File: src/rtl/alu_pkg.sv
package alu_pkg;

  typedef enum logic [4:0] {
    K_NONE, K_ADD, K_SUB, K_INC, K_DEC, K_INCSZ, K_DECSZ,
    K_AND, K_IOR, K_XOR, K_ANDI, K_IORI, K_XORI, K_COM,
    K_RR, K_RL, K_SWAP, K_BCLR, K_BSET, K_BTC, K_BTS,
    K_CLR, K_MOVR, K_MOVW, K_LDI
  } alu_kind_e;

  typedef struct packed {
    alu_kind_e kind;
    logic      to_w;
    logic      to_reg;
    logic      upd_c;
    logic      upd_hc;
    logic      upd_z;
  } alu_ctrl_t;

endpackage

File: src/rtl/alu_decode.sv
module alu_decode
  import alu_pkg::*;
#(
  parameter int OPW = 6
) (
  input  logic [OPW-1:0] op,
  input  logic           dest,
  output alu_ctrl_t      ctrl
);

  logic tw, tr;

  always_comb begin
    tw = ~dest;
    tr = dest;
    ctrl = '{kind: K_NONE, to_w: 1'b0, to_reg: 1'b0,
             upd_c: 1'b0, upd_hc: 1'b0, upd_z: 1'b0};
    casez (op)
      6'b0000??: begin ctrl.kind = K_BCLR; ctrl.to_reg = 1'b1; end
      6'b0010??: begin ctrl.kind = K_BSET; ctrl.to_reg = 1'b1; end
      6'b0001??: ctrl.kind = K_BTC;
      6'b0011??: ctrl.kind = K_BTS;
      6'b010000: if (dest) begin
        ctrl.kind = K_CLR; ctrl.to_w = 1'b1; ctrl.upd_z = 1'b1;
      end
      6'b010001: begin
        if (dest) ctrl.kind = K_MOVW;
        else begin ctrl.kind = K_CLR; ctrl.upd_z = 1'b1; end
        ctrl.to_reg = 1'b1;
      end
      6'b010010: begin ctrl.kind = K_AND;  ctrl.to_w = tw; ctrl.to_reg = tr; ctrl.upd_z = 1'b1; end
      6'b010011: begin ctrl.kind = K_IOR;  ctrl.to_w = tw; ctrl.to_reg = tr; ctrl.upd_z = 1'b1; end
      6'b010100: begin ctrl.kind = K_XOR;  ctrl.to_w = tw; ctrl.to_reg = tr; ctrl.upd_z = 1'b1; end
      6'b010101: begin ctrl.kind = K_RL;   ctrl.to_w = tw; ctrl.to_reg = tr; ctrl.upd_c = 1'b1; end
      6'b010110: begin ctrl.kind = K_RR;   ctrl.to_w = tw; ctrl.to_reg = tr; ctrl.upd_c = 1'b1; end
      6'b010111: begin ctrl.kind = K_SWAP; ctrl.to_w = tw; ctrl.to_reg = tr; end
      6'b011000: begin ctrl.kind = K_MOVR; ctrl.to_w = tw; ctrl.to_reg = tr; ctrl.upd_z = 1'b1; end
      6'b011001: begin ctrl.kind = K_INC;  ctrl.to_w = tw; ctrl.to_reg = tr; ctrl.upd_z = 1'b1; end
      6'b011010: begin ctrl.kind = K_INCSZ; ctrl.to_w = tw; ctrl.to_reg = tr; end
      6'b011011: begin
        ctrl.kind = K_ADD; ctrl.to_w = tw; ctrl.to_reg = tr;
        ctrl.upd_c = 1'b1; ctrl.upd_hc = 1'b1; ctrl.upd_z = 1'b1;
      end
      6'b011100: begin
        ctrl.kind = K_SUB; ctrl.to_w = tw; ctrl.to_reg = tr;
        ctrl.upd_c = 1'b1; ctrl.upd_hc = 1'b1; ctrl.upd_z = 1'b1;
      end
      6'b011101: begin ctrl.kind = K_DEC;   ctrl.to_w = tw; ctrl.to_reg = tr; ctrl.upd_z = 1'b1; end
      6'b011110: begin ctrl.kind = K_DECSZ; ctrl.to_w = tw; ctrl.to_reg = tr; end
      6'b011111: begin ctrl.kind = K_COM;   ctrl.to_w = tw; ctrl.to_reg = tr; ctrl.upd_z = 1'b1; end
      6'b110100: begin ctrl.kind = K_ANDI; ctrl.to_w = 1'b1; ctrl.upd_z = 1'b1; end
      6'b110101: begin ctrl.kind = K_IORI; ctrl.to_w = 1'b1; ctrl.upd_z = 1'b1; end
      6'b110110: begin ctrl.kind = K_XORI; ctrl.to_w = 1'b1; ctrl.upd_z = 1'b1; end
      6'b111010: begin ctrl.kind = K_LDI;  ctrl.to_w = 1'b1; end
      default: ;
    endcase
  end

endmodule

File: src/rtl/alu_arith.sv
module alu_arith
  import alu_pkg::*;
#(
  parameter int DW = 8
) (
  input  alu_kind_e       kind,
  input  logic [DW-1:0]   r,
  input  logic [DW-1:0]   w,
  output logic [DW-1:0]   sum,
  output logic            cout,
  output logic            hcout
);

  localparam int HW = DW / 2;

  logic [DW-1:0] a, b;
  logic          cin;
  logic [DW:0]   full;
  logic [HW:0]   low;

  always_comb begin
    a   = r;
    b   = '0;
    cin = 1'b0;
    unique case (kind)
      K_ADD:           begin a = w; b = r; end
      K_SUB:           begin b = ~w; cin = 1'b1; end
      K_INC, K_INCSZ:  cin = 1'b1;
      K_DEC, K_DECSZ:  b = '1;
      default: ;
    endcase
  end

  assign full  = {1'b0, a} + {1'b0, b} + {{DW{1'b0}}, cin};
  assign low   = {1'b0, a[HW-1:0]} + {1'b0, b[HW-1:0]} + {{HW{1'b0}}, cin};
  assign sum   = full[DW-1:0];
  assign cout  = full[DW];
  assign hcout = low[HW];

endmodule

File: src/rtl/alu_logic.sv
module alu_logic
  import alu_pkg::*;
#(
  parameter int DW = 8
) (
  input  alu_kind_e     kind,
  input  logic [DW-1:0] r,
  input  logic [DW-1:0] w,
  input  logic [DW-1:0] imm,
  input  logic          carry,
  output logic [DW-1:0] res,
  output logic          rot_c,
  output logic          bit_skip
);

  localparam int HW = DW / 2;
  localparam int BW = $clog2(DW);

  logic [BW-1:0] idx;
  logic [DW-1:0] mask;

  assign idx  = imm[BW-1:0];
  assign mask = {{(DW-1){1'b0}}, 1'b1} << idx;

  always_comb begin
    res   = '0;
    rot_c = 1'b0;
    unique case (kind)
      K_AND:  res = r & w;
      K_IOR:  res = r | w;
      K_XOR:  res = r ^ w;
      K_ANDI: res = imm & w;
      K_IORI: res = imm | w;
      K_XORI: res = imm ^ w;
      K_COM:  res = ~r;
      K_RR:   begin res = {carry, r[DW-1:1]}; rot_c = r[0]; end
      K_RL:   begin res = {r[DW-2:0], carry}; rot_c = r[DW-1]; end
      K_SWAP: res = {r[HW-1:0], r[DW-1:HW]};
      K_BCLR: res = r & ~mask;
      K_BSET: res = r | mask;
      K_MOVR: res = r;
      K_MOVW: res = w;
      K_LDI:  res = imm;
      default: res = '0;
    endcase
  end

  always_comb begin
    bit_skip = 1'b0;
    if (kind == K_BTC) bit_skip = ~r[idx];
    else if (kind == K_BTS) bit_skip = r[idx];
  end

endmodule

File: src/rtl/alu_core.sv
module alu_core
  import alu_pkg::*;
#(
  parameter int DW  = 8,
  parameter int OPW = 6
) (
  input  logic           clk,
  input  logic           rst_n,
  input  logic           in_valid,
  output logic           in_ready,
  input  logic [OPW-1:0] in_op,
  input  logic           in_dest,
  input  logic [DW-1:0]  in_reg,
  input  logic [DW-1:0]  in_w,
  input  logic [DW-1:0]  in_imm,
  input  logic           in_carry,
  output logic           out_valid,
  input  logic           out_ready,
  output logic [DW-1:0]  out_result,
  output logic           out_wr_w,
  output logic           out_wr_reg,
  output logic           out_c,
  output logic           out_c_we,
  output logic           out_hc,
  output logic           out_hc_we,
  output logic           out_z,
  output logic           out_z_we,
  output logic           out_skip
);

  alu_ctrl_t     ctrl;
  logic [DW-1:0] sum, lres, res;
  logic          a_c, a_hc, l_c, bskip;
  logic          is_arith, zero, skip_n, c_n;
  logic          fire;

  alu_decode #(.OPW(OPW)) u_dec (
    .op(in_op), .dest(in_dest), .ctrl(ctrl)
  );

  alu_arith #(.DW(DW)) u_arith (
    .kind(ctrl.kind), .r(in_reg), .w(in_w),
    .sum(sum), .cout(a_c), .hcout(a_hc)
  );

  alu_logic #(.DW(DW)) u_logic (
    .kind(ctrl.kind), .r(in_reg), .w(in_w), .imm(in_imm), .carry(in_carry),
    .res(lres), .rot_c(l_c), .bit_skip(bskip)
  );

  always_comb begin
    is_arith = (ctrl.kind inside {K_ADD, K_SUB, K_INC, K_DEC, K_INCSZ, K_DECSZ});
    res      = is_arith ? sum : lres;
    zero     = (res == '0);
    c_n      = (ctrl.kind inside {K_RR, K_RL}) ? l_c : a_c;
    skip_n   = bskip | ((ctrl.kind inside {K_INCSZ, K_DECSZ}) & zero);
  end

  assign in_ready = ~out_valid | out_ready;
  assign fire     = in_valid & in_ready;

  always_ff @(posedge clk or negedge rst_n) begin
    if (!rst_n) begin
      out_valid  <= 1'b0;
      out_result <= '0;
      out_wr_w   <= 1'b0;
      out_wr_reg <= 1'b0;
      out_c      <= 1'b0;
      out_c_we   <= 1'b0;
      out_hc     <= 1'b0;
      out_hc_we  <= 1'b0;
      out_z      <= 1'b0;
      out_z_we   <= 1'b0;
      out_skip   <= 1'b0;
    end else if (fire) begin
      out_valid  <= 1'b1;
      out_result <= res;
      out_wr_w   <= ctrl.to_w;
      out_wr_reg <= ctrl.to_reg;
      out_c      <= ctrl.upd_c & c_n;
      out_c_we   <= ctrl.upd_c;
      out_hc     <= ctrl.upd_hc & a_hc;
      out_hc_we  <= ctrl.upd_hc;
      out_z      <= ctrl.upd_z & zero;
      out_z_we   <= ctrl.upd_z;
      out_skip   <= skip_n;
    end else if (out_ready) begin
      out_valid  <= 1'b0;
    end
  end

endmodule

File: config.mk
export PLATFORM = sky130hd
export DESIGN_NAME = alu_core
export DESIGN_NICKNAME = d
export VERILOG_FILES = /design/src/rtl/alu_pkg.sv /design/src/rtl/alu_decode.sv /design/src/rtl/alu_arith.sv /design/src/rtl/alu_logic.sv /design/src/rtl/alu_core.sv
export SDC_FILE = /design/constraint.sdc
export NUM_CORES = 1
export LEC_CHECK = 0
export ABC_AREA = 1
export BUFFER_PORTS_ARGS = -buffer_cell sky130_fd_sc_hd__buf_2
export CAP_MARGIN = 20
export CORE_MARGIN = 3
export CORE_UTILIZATION = 30
export DETAILED_ROUTE_END_ITERATION = 6
export GPL_TIMING_DRIVEN = 0
export REMOVE_ABC_BUFFERS = 1
export SLEW_MARGIN = 5
export SYNTH_ARGS = -nofsm -noshare
export SYNTH_HDL_FRONTEND = slang
export SYNTH_HIERARCHICAL = 1
export SYNTH_SLANG_ARGS = --single-unit
export TNS_END_PERCENT = 50
File: constraint.sdc
create_clock -name clk -period 2.26 [get_ports clk]
set_clock_uncertainty 0.05 [all_clocks]
set_input_delay 0.113 -clock clk [delete_from_list [all_inputs] [get_ports clk]]
set_output_delay 0.113 -clock clk [all_outputs]
set_load 0.01 [all_outputs]
==> impl_metrics.env <==
export IMPL_outcome="complete, but fails checks"
export IMPL_failed_checks="negative setup slack"
export IMPL_grt_pass1_wl_mm=22.91
export IMPL_drive_gt1_frac=0.2808
export IMPL_worst_hold_startpoint="out_ready"
export IMPL_rows=40
export IMPL_core_um2=12110
export IMPL_drtAntennaViolNets=0
export IMPL_cp_max_fo=4
export IMPL_dp_cells=918
export IMPL_fin_tns_setup_ns=-7.027
export IMPL_vias_per_cell=5.192
export IMPL_rsz0062_at_grt="true"
export IMPL_dieArea_um2=13860
export IMPL_criticalPathCategory="in2reg"
export IMPL_synth_area_um2=3745
export IMPL_hold_depth=4
export IMPL_stdcell_count=980
export IMPL_ys_seq_elements=18
export IMPL_synth_async_sr_flop_share=1.000
export IMPL_drtPass1Iterations=5
export IMPL_cap_violations=0
export IMPL_final_seq_area_um2=450.4
export IMPL_grt_overflow=0
export IMPL_ff2ff_path_depth=5
export IMPL_tightest_slew_ns=0.9037
export IMPL_htreeDepth=1
export IMPL_yosysWarningCount=6
export IMPL_vias=5088
export IMPL_slowest_stage="nand4_1"
export IMPL_min_path_type="in2reg"
export IMPL_placed_area_um2=4149
export IMPL_synth_main_ff_cell="dfrtp_1"
export IMPL_synth_edff_count=0
export IMPL_cp_num_buf_inv=22
export IMPL_hold_violations=0
export IMPL_arrival_ns=3.18
export IMPL_critPathMaxStageDelay_ns=0.15
export IMPL_pin_count=55
export IMPL_avgSynthCellArea_um2=5.274
export IMPL_n_antenna_cell=0
export IMPL_cts_sinks=18
export IMPL_fmax_ghz=0.3216
export IMPL_die_x_um=117.7
export IMPL_drv_slew=0
export IMPL_drc_errors=0
export IMPL_setup_viol=13
export IMPL_start_kind="input pin"
export IMPL_nNetsFinal=859
export IMPL_rr_startpoint="out_valid$_DFFE_PN0P_"
export IMPL_grt_util_all_layers=0.1967
export IMPL_power_leakage_nw=2.752
export IMPL_final_cell_mix="249 x nand2_1, 80 x inv_1, 71 x nand3_1"
export IMPL_cp_required_ns=2.34
export IMPL_ir_drop_mv=0.2604
export IMPL_gp_congestion=0.9480
export IMPL_regToRegSetupSlack_ns=0.52
export IMPL_final_min_period_over_clock_period=1.376
export IMPL_chipHeight_um=117.7
export IMPL_hold_ws_ns=0.1010
export IMPL_syn_inst=710
export IMPL_clockBufferDepth=2
export IMPL_regMostFlops="out_result"
export IMPL_antenna_found_initial=0
export IMPL_path_clk_slew_ns=0.05
export IMPL_fillCellCount=1347
export IMPL_r2r_end="out_c$_DFFE_PN0P_"
export IMPL_crit_top_cell="buf_4"
export IMPL_dp_hpwl_mm=9.739
export IMPL_grt_pass1_vias=4599
export IMPL_largest_reg_flops=8
export IMPL_final_area_um2=5095
export IMPL_cts_tree="done"
export IMPL_place_ws_ns=-2.178
export IMPL_port_buffers=54
export IMPL_drt_iter0_drc=592
export IMPL_slew_headroom=0.3953
export IMPL_synth_seq_area_share=0.1203
export IMPL_multi_input_area_um2=3167
export IMPL_grt_max_degree=29
export IMPL_period_minus_slack_ns=3.109
export IMPL_fin_ws_ns=-0.8491
export IMPL_clock_latency_ns=0.24
export IMPL_numCtsBuffers=3
export IMPL_start_util=0.3092
export IMPL_synth_cell_type_count=38
export IMPL_routed_wl_mm=14.51
export IMPL_area_growth_pct=36.05
export IMPL_crit_family="buffers and inverters"
export IMPL_endpoint_kind="flop"
export IMPL_root_buffer="clkbuf_16"
export IMPL_powerDensity_nw_per_um2=408.6
export IMPL_hold_end="out_valid$_DFFE_PN0P_"
export IMPL_final_common_cell="nand2_1"
export IMPL_wl_per_cell_um=14.80
-- worst reg2reg max path: stages, from the launching register on --
cell and delay [ns]:
dfrtp_1 0.36, nand2_1 0.10, nand2_1 0.50, inv_1 0.40
nand2_1 0.12, o21ai_1 0.14
-- per-stage QoR --
stage / util / power [mW]
6_report: 0.4207 / 2.082
5_1_grt: 0.4207 / 2.245
4_1_cts: 0.4033 / 1.969
2_1_floorplan: - / 1.122
3_5_place_dp: 0.3426 / 1.467
3_3_place_gp: 0.3413 / 1.456
-- cells in the mapped netlist, types with 2 or more instances --
master,number,area share
nand2_1,270,0.27
inv_1,89,0.089
nor2_1,87,0.087
nand3_1,78,0.10
nand4_1,40,0.067
o21ai_0,25,0.033
dfrtp_1,18,0.12
o21ai_2,11,0.026
nor2_2,9,0.015
clkbuf_1,8,0.0080
nor2_4,8,0.024
ha_1,7,0.023
a21oi_1,6,0.0080
nor3_1,6,0.0080
inv_2,5,0.0050
o2111ai_1,5,0.012
o211ai_1,5,0.010
nand3_4,4,0.019
buf_4,3,0.0060
buf_6,3,0.0090
fa_1,2,0.011
nand3b_1,2,0.0040
o22ai_1,2,0.0033
or2_2,2,0.0033
xor2_1,2,0.0047
-- final cells by class --
class,instances,area share
flip-flops and latches,18,0.08841
repair buffers,113,0.1616
inverters,95,0.07245
well taps,168,0.04126
clock buffers,3,0.01473
multi-input cells,583,0.6216
-- worst max-delay path by stage --
stage | from | endpoint | cells after the start
4_1_cts | in_op[0] | out_skip$_DFFE_PN0P_ | 28
3_3_place_gp | in_op[5] | out_skip$_DFFE_PN0P_ | 26
6_report | in_op[4] | out_z$_DFFE_PN0P_ | 28
5_1_grt | in_op[3] | out_z$_DFFE_PN0P_ | 30
3_5_place_dp | in_op[5] | out_skip$_DFFE_PN0P_ | 27
2_1_floorplan | in_op[5] | out_skip$_DFFE_PN0P_ | 25
-- kinds of logic (layout without fill, tap and decap cells) --
family          after synthesis  in the layout  share of synthesized area
simple gates                512            513                     0.6181
buf+inv                     110            211                     0.1199
compound gates               57             57                    0.09789
flops                        18             18                     0.1203
fa+ha+maj                     9              9                    0.03408
xor+xnor                      3              3                   0.007018
mux                           1              1                   0.002673
-- layer usage --
metal / vias to the layer above / part of all wire / track usage
li1: 2514 / - / -
met1: 2257 / 0.44 / 0.2793
met2: 276 / 0.44 / 0.3144
met3: 41 / 0.093 / 0.02739
met4: 0 / 0.021 / 0.04835
met5: - / 0 / 0
-- report_power, final --
part / switching, mW / total (mW) / internal (mW)
clock: 0.106 / 0.338 / 0.232
combinational: 0.833 / 1.33 / 0.501
sequential: 0.0314 / 0.410 / 0.379
total: 0.970 / 2.08 / 1.11
-- repair_timing --
action | 4_1_cts | 5_1_grt
gates cloned | 1 | 1
hold buffers | 1 | 0
pin swaps | 38 | 23
setup endpoints to repair | 12 | 13
hold endpoints to repair | 18 | 0
buffers inserted | 50 | 6
gates resized for setup | 77 | 41
(Power assumes the default switching activity.)
